**src/rtl/xa_pkg.sv**
```systemverilog
package xa_pkg;
  localparam int ADDR_W   = 24;
  localparam int PTR_W    = 16;
  localparam int BYTE_W   = 8;
  localparam int N_SLOT   = 4;
  localparam int N_REGION = 4;

  typedef enum logic [1:0] {
    SRC_PTR0    = 2'd0,
    SRC_PTR1    = 2'd1,
    SRC_IND     = 2'd2,
    SRC_IND_ALT = 2'd3
  } src_e;

  localparam int SLOT_EXT0 = 0;
  localparam int SLOT_EXT1 = 1;
  localparam int SLOT_HI   = 2;
  localparam int SLOT_MID  = 3;

  // Regions are power-of-two sized and aligned: base and log2 of size.
  function automatic logic [ADDR_W-1:0] region_base(int idx);
    case (idx)
      0:       return 24'h000000;
      1:       return 24'h010000;
      2:       return 24'h080000;
      default: return 24'h800000;
    endcase
  endfunction

  function automatic int region_lg(int idx);
    case (idx)
      0:       return 13;
      1:       return 16;
      2:       return 13;
      default: return 23;
    endcase
  endfunction
endpackage

```
**src/rtl/xa_ext_regs.sv**
```systemverilog
module xa_ext_regs #(
  parameter int BW    = 8,
  parameter int NSLOT = 4,
  localparam int SW   = $clog2(NSLOT)
) (
  input  logic                     clk,
  input  logic                     rst_n,
  input  logic                     wr_en,
  input  logic                     rd_en,
  input  logic [SW-1:0]            sel,
  input  logic [BW-1:0]            wdata,
  output logic [BW-1:0]            rdata,
  output logic [NSLOT-1:0][BW-1:0] slots_o
);
  logic [NSLOT-1:0][BW-1:0] slot_q;

  for (genvar k = 0; k < NSLOT; k++) begin : g_slot
    always_ff @(posedge clk or negedge rst_n) begin
      if (!rst_n)
        slot_q[k] <= '0;
      else if (wr_en && (sel == SW'(k)))
        slot_q[k] <= wdata;
    end

    AST_WRITE_LANDS: assert property (@(posedge clk) disable iff (!rst_n)
      (wr_en && sel == SW'(k)) |=> (slots_o[k] == $past(wdata)));
  end

  assign slots_o = slot_q;
  assign rdata   = rd_en ? slot_q[sel] : '0;
endmodule

```
**src/rtl/xa_compose.sv**
```systemverilog
module xa_compose #(
  parameter int BW    = 8,
  parameter int PW    = 16,
  parameter int NSLOT = 4,
  localparam int AW   = BW + PW
) (
  input  logic [1:0]               src,
  input  logic [PW-1:0]            ptr0,
  input  logic [PW-1:0]            ptr1,
  input  logic [BW-1:0]            ind,
  input  logic [NSLOT-1:0][BW-1:0] slots,
  output logic [AW-1:0]            addr
);
  import xa_pkg::*;

  always_comb begin
    case (src_e'(src))
      SRC_PTR0: addr = {slots[SLOT_EXT0], ptr0};
      SRC_PTR1: addr = {slots[SLOT_EXT1], ptr1};
      default:  addr = {slots[SLOT_HI], slots[SLOT_MID], ind};
    endcase
  end
endmodule

```
**src/rtl/xa_region_dec.sv**
```systemverilog
module xa_region_dec #(
  parameter int AW   = 24,
  parameter int NREG = 4
) (
  input  logic [AW-1:0]   addr,
  output logic [NREG-1:0] sel,
  output logic            miss
);
  for (genvar i = 0; i < NREG; i++) begin : g_reg
    localparam int          LG   = xa_pkg::region_lg(i);
    localparam logic [AW-1:0] BASE = AW'(xa_pkg::region_base(i));
    assign sel[i] = ((addr >> LG) == (BASE >> LG));
  end

  assign miss = ~|sel;
endmodule

```
**src/rtl/xdata_addr_gen.sv**
```systemverilog
module xdata_addr_gen #(
  parameter int BW    = xa_pkg::BYTE_W,
  parameter int PW    = xa_pkg::PTR_W,
  parameter int NSLOT = xa_pkg::N_SLOT,
  parameter int NREG  = xa_pkg::N_REGION,
  localparam int AW   = BW + PW,
  localparam int SW   = $clog2(NSLOT)
) (
  input  logic            clk,
  input  logic            rst_n,
  input  logic            cfg_wr_en,
  input  logic            cfg_rd_en,
  input  logic [SW-1:0]   cfg_sel,
  input  logic [BW-1:0]   cfg_wdata,
  output logic [BW-1:0]   cfg_rdata,
  input  logic            req_valid,
  output logic            req_ready,
  input  logic [1:0]      req_src,
  input  logic [PW-1:0]   ptr0,
  input  logic [PW-1:0]   ptr1,
  input  logic [BW-1:0]   ind_reg,
  output logic            addr_valid,
  input  logic            addr_ready,
  output logic [AW-1:0]   addr,
  output logic [NREG-1:0] region_sel,
  output logic            unmapped
);
  logic [NSLOT-1:0][BW-1:0] slots;
  logic [AW-1:0]            addr_c;
  logic [NREG-1:0]          sel_c;
  logic                     miss_c;
  logic                     accept;

  xa_ext_regs #(.BW(BW), .NSLOT(NSLOT)) u_regs (
    .clk(clk), .rst_n(rst_n), .wr_en(cfg_wr_en), .rd_en(cfg_rd_en),
    .sel(cfg_sel), .wdata(cfg_wdata), .rdata(cfg_rdata), .slots_o(slots)
  );

  xa_compose #(.BW(BW), .PW(PW), .NSLOT(NSLOT)) u_comp (
    .src(req_src), .ptr0(ptr0), .ptr1(ptr1), .ind(ind_reg),
    .slots(slots), .addr(addr_c)
  );

  xa_region_dec #(.AW(AW), .NREG(NREG)) u_dec (
    .addr(addr_c), .sel(sel_c), .miss(miss_c)
  );

  assign req_ready = !addr_valid || addr_ready;
  assign accept    = req_valid && req_ready;

  always_ff @(posedge clk or negedge rst_n) begin
    if (!rst_n) begin
      addr_valid <= 1'b0;
      addr       <= '0;
      region_sel <= '0;
      unmapped   <= 1'b0;
    end else if (accept) begin
      addr_valid <= 1'b1;
      addr       <= addr_c;
      region_sel <= sel_c;
      unmapped   <= miss_c;
    end else if (addr_ready) begin
      addr_valid <= 1'b0;
    end
  end

  AST_ACCEPT_VALID: assert property (@(posedge clk) disable iff (!rst_n)
    (req_valid && req_ready) |=> addr_valid);
  AST_IDLE_QUIET: assert property (@(posedge clk) disable iff (!rst_n)
    (!req_valid && (!addr_valid || addr_ready)) |=> !addr_valid);
  AST_HOLD_RESULT: assert property (@(posedge clk) disable iff (!rst_n)
    (addr_valid && !addr_ready) |=> (addr_valid && $stable(addr) && $stable(region_sel) && $stable(unmapped)));
  AST_ONE_REGION: assert property (@(posedge clk) disable iff (!rst_n)
    addr_valid |-> $onehot0(region_sel));
  AST_MISS_CLEAR: assert property (@(posedge clk) disable iff (!rst_n)
    (addr_valid && unmapped) |-> (region_sel == '0));
  AST_EXT_TOP: assert property (@(posedge clk) disable iff (!rst_n)
    (addr_valid && region_sel[NREG-1]) |-> addr[AW-1]);
endmodule

```
**config.mk**
```make
export PLATFORM = sky130hd
export DESIGN_NAME = xdata_addr_gen
export DESIGN_NICKNAME = d
export VERILOG_FILES = /design/src/rtl/xa_pkg.sv /design/src/rtl/xa_ext_regs.sv /design/src/rtl/xa_compose.sv /design/src/rtl/xa_region_dec.sv /design/src/rtl/xdata_addr_gen.sv
export SDC_FILE = /design/constraint.sdc
export NUM_CORES = 1
export LEC_CHECK = 0
export ABC_AREA = 1
export BUFFER_PORTS_ARGS = -buffer_cell sky130_fd_sc_hd__buf_2
export CAP_MARGIN = 20
export CORE_MARGIN = 2
export CORE_UTILIZATION = 46
export DETAILED_ROUTE_END_ITERATION = 16
export HOLD_SLACK_MARGIN = 0.15
export PLACE_DENSITY = 0.76
export SLEW_MARGIN = 20
export SYNTH_ARGS = -nofsm -noshare
export SYNTH_HDL_FRONTEND = slang
export SYNTH_SLANG_ARGS = --single-unit
export TNS_END_PERCENT = 1
```
**constraint.sdc**
```tcl
create_clock -name clk -period 1.26 [get_ports clk]
set_clock_uncertainty 0.1 [all_clocks]
set_input_delay 0.315 -clock clk [delete_from_list [all_inputs] [get_ports clk]]
set_output_delay 0.315 -clock clk [all_outputs]
set_load 0.005 [all_outputs]
```
==> impl_results.md <==
* Worst VDD drop at roughly 0.99 mV
* Tmin final at approximately 1700 ps
* # IOs at 97
* Flops & latches, synth at between 60 and 70
* Setup slack after layout at -423 ps
* Core area at roughly 6400 um2
* Final core occ at between 60% and 70%
* Routed Wire Length at between 8000 and 9000 um
* Congestion Overflow GR at 0
* Clock Sink Count at 61
* Die width at 85.3 um
* Finished Cell Area at 4290 um2
* Cells after Synth at roughly 380
* Layout cell share with drive strength beyond 1 at a little over a third
* Final hold vios at 0
* Biggest area consumer among synthesized cells: dfrtp_1
* Row Count at 29
* Initial antenna violation count at 0
* Router iterations before antenna repair at 4
* Port Buf Inserts at 96
* Dpl hpwl at approximately 6000 um
* Fraction of registers with async set/reset at between 90% and 100%
* Synth Cell Area at between 3000 and 4000 um2
* Critical path endpoint category: primary output
* DRC at 0
* Ys Warns at 0
* Setup_tns at -3300 ps
* Synth top area cells: dfrtp_1 50%, nand2_1 15%, o21ai_0 6.4%
* Hold Path Depth at 3
* TritonCTS clock tree: done
* Post-DR wirelength/cell at about 14 um
* Status: finished, violations left
* Setup CP Type: reg2out
* P per Cell Area at roughly 1400 nW/um2
* Hold_sp: ptr1[8]
* Launching point of the worst reg2reg path: u_regs.slots_o[20]$_DFFE_PN0P_
* Die height at around 85 um
* Slew HR at 78.6%
* Crit Path Max Fanout at 2
* Syn-to-layout area delta at 41.0%
* Hold crit path type: in2reg
* Required time of the critical path at roughly 840 ps
* Least-Margin Pin Slew at 321 ps
* H-tree depth at 3
* Area after DPL at 3760 um2
* Clk_lat worst skew at 330 ps
* Synthesized area per cell at 8.11 um2
* Primary FF master, synth: dfrtp_1
* Ant. Diodes at 0
* Max-Cap Viols at 0
* GP Congestion at between 0.8 and 0.9
* Failing checks: negative setup slack
* GR Util All Layers at between 20% and 30%
* Final Max Tran Viols at 0
* Register area share after synthesis at approximately 50%
* Leak Pwr at approximately 2.2 nW
* Final Setup Violations at 19
* Clock tree buffer depth at 2
* Root Buffer: clkbuf_8
* R2r endpoint: unmapped$_DFFE_PN0P_
* Die area at about 7300 um2
* Initial Util at 47.6%
* Hold worst-path end: addr[8]$_DFFE_PN0P_
* Final Cycle Share at 134%
* Pwr Total at 0.00591 W
* CP Launch Type: flip-flop
* First-pass GRT wire length at approximately 14,000 um
* Synth unique cells at 25
* R2R setup slack at -140 ps
* Worst hold margin at between 150 and 200 ps
* Vias at 3,111
* Num CTS Buffers at 9
* Largest net degree at the start of global routing at 36
* Crit path arrival time at 1270 ps
* Post-synth EDFFs at 0
* Vias per cell at 5.21
* Syn_nets at around 430
* Nets at ~570
* Vias in the first global route at about 3,100
* Fmax at roughly 590 MHz
* Post-DRT Antenna Nets at 0
* Unrepaired setup endpoints after global routing: true
* Clock transition at path regs at about 70 ps
* Synth top area share at roughly half
* Reg2Reg Depth at 10
* DR iter-0 viols at about 140
-- worst max-delay path by stage --
stage | from | to | slack [ps] | depth (start not counted)
finish | u_regs.slots_o[28]$_DFFE_PN0P_ | cfg_rdata[4] | -420 | 5
global placement | cfg_sel[0] | cfg_rdata[0] | -340 | 6
global route | u_regs.slots_o[28]$_DFFE_PN0P_ | cfg_rdata[4] | -510 | 5
detailed placement | req_src[1] | unmapped$_DFFE_PN0P_ | -370 | 10
floorplan | req_src[1] | unmapped$_DFFE_PN0P_ | -110 | 10
CTS | u_regs.slots_o[28]$_DFFE_PN0P_ | cfg_rdata[4] | -450 | 5
-- per-stage QoR --
| stage | setup WS [ps] | cells |
|---|---|---|
| floorplan | -106 | 375 |
| global placement | -336 | 561 |
| detailed placement | -369 | 561 |
| CTS | -449 | 597 |
| global route | -509 | 597 |
| finish | -423 | 597 |
-- layout make-up --
cell class / count / area, um2
clock inverters: 5 / 100
well taps: 77 / 96.3
repair buffers: 147 / 952
clock buffers: 10 / 128
fillers: 508 / 2100
multi-input cells: 273 / 1390
flip-flops and latches: 61 / 1530
inverters: 24 / 97.6
-- Yosys cell counts (5+ instances only) --
master and instances:
o21ai_0 39, dfrtp_1 61, a21oi_1 17, clkbuf_1 5
nand3_1 10, nor2_4 7, inv_1 20, nand2_1 124
a22oi_1 10, nand3_2 5, buf_2 6, nand2_2 9
nor2_1 27, a31oi_1 17
-- layout by cell type, fill, tap and decap left out --
| cell | count |
|---|---|
| inv_4 | 1 |
| inv_2 | 5 |
| inv_1 | 17 |
| bufinv_16 | 3 |
| buf_4 | 28 |
| nor2_1 | 23 |
| clkbuf_1 | 1 |
| a21oi_2 | 3 |
| a22oi_2 | 4 |
| o21ai_1 | 3 |
| clkbuf_8 | 9 |
| buf_12 | 2 |
| nand2_2 | 11 |
| dlygate4sd3_1 | 20 |
| clkinv_2 | 2 |
| o21ai_0 | 37 |
| dfrtp_1 | 61 |
| inv_6 | 1 |
| o21a_1 | 1 |
| nand2_4 | 1 |
| o21ai_4 | 1 |
| a221oi_1 | 1 |
| nand3_1 | 9 |
| nand2_1 | 121 |
| nand3_2 | 6 |
| buf_8 | 1 |
| buf_6 | 1 |
| a22oi_1 | 6 |
| a31oi_1 | 17 |
| a21oi_1 | 15 |
| buf_2 | 95 |
| nor2_4 | 8 |
| nor2_2 | 6 |
-- per-layer routing --
layer	track usage (%)	share of wire, %	up-vias	wire (um)
met1	31.5	42	1466	3550
met5	0	0	-	0
met4	12.6	2.5	0	210
li1	-	-	1509	-
met3	3.60	4.7	23	397
met2	39.1	50	113	4200
-- power by group --
group	total (W)	switching, W	internal (W)
registers	0.00253	0.000247	0.00228
logic	0.00136	0.000714	0.000649
clock network	0.00202	0.000723	0.00130
total	0.00591	0.00168	0.00423
-- sequential cells by signal, summed over array words and instances (netlist names) --
name	count
addr	24
addr_valid	1
region_sel	3
u_regs.slots_o	32
unmapped	1
-- critical path, cell delays in order (launching register included) --
cell and delay [ps]:
dfrtp_1 390, nand2_1 70, o21ai_1 60, a221oi_1 210, nor2_1 70, buf_2 130
-- cell families after synthesis --
family	after synthesis	share of synthesized area, %
buf+inv	41	6.38
compound gates	88	16.5
simple gates	185	27.0
flops	61	50.2
-- repair_timing --
item | CTS | global route
hold endpoints to repair | 73 | 0
pin swaps | 10 | 4
setup buffers | 1 | 0
resized for setup | 13 | 16
hold buffers | 20 | 0
gates cloned | 0 | 0
setup endpoints to repair | 45 | 64
Power figures use the tool's default switching activity.
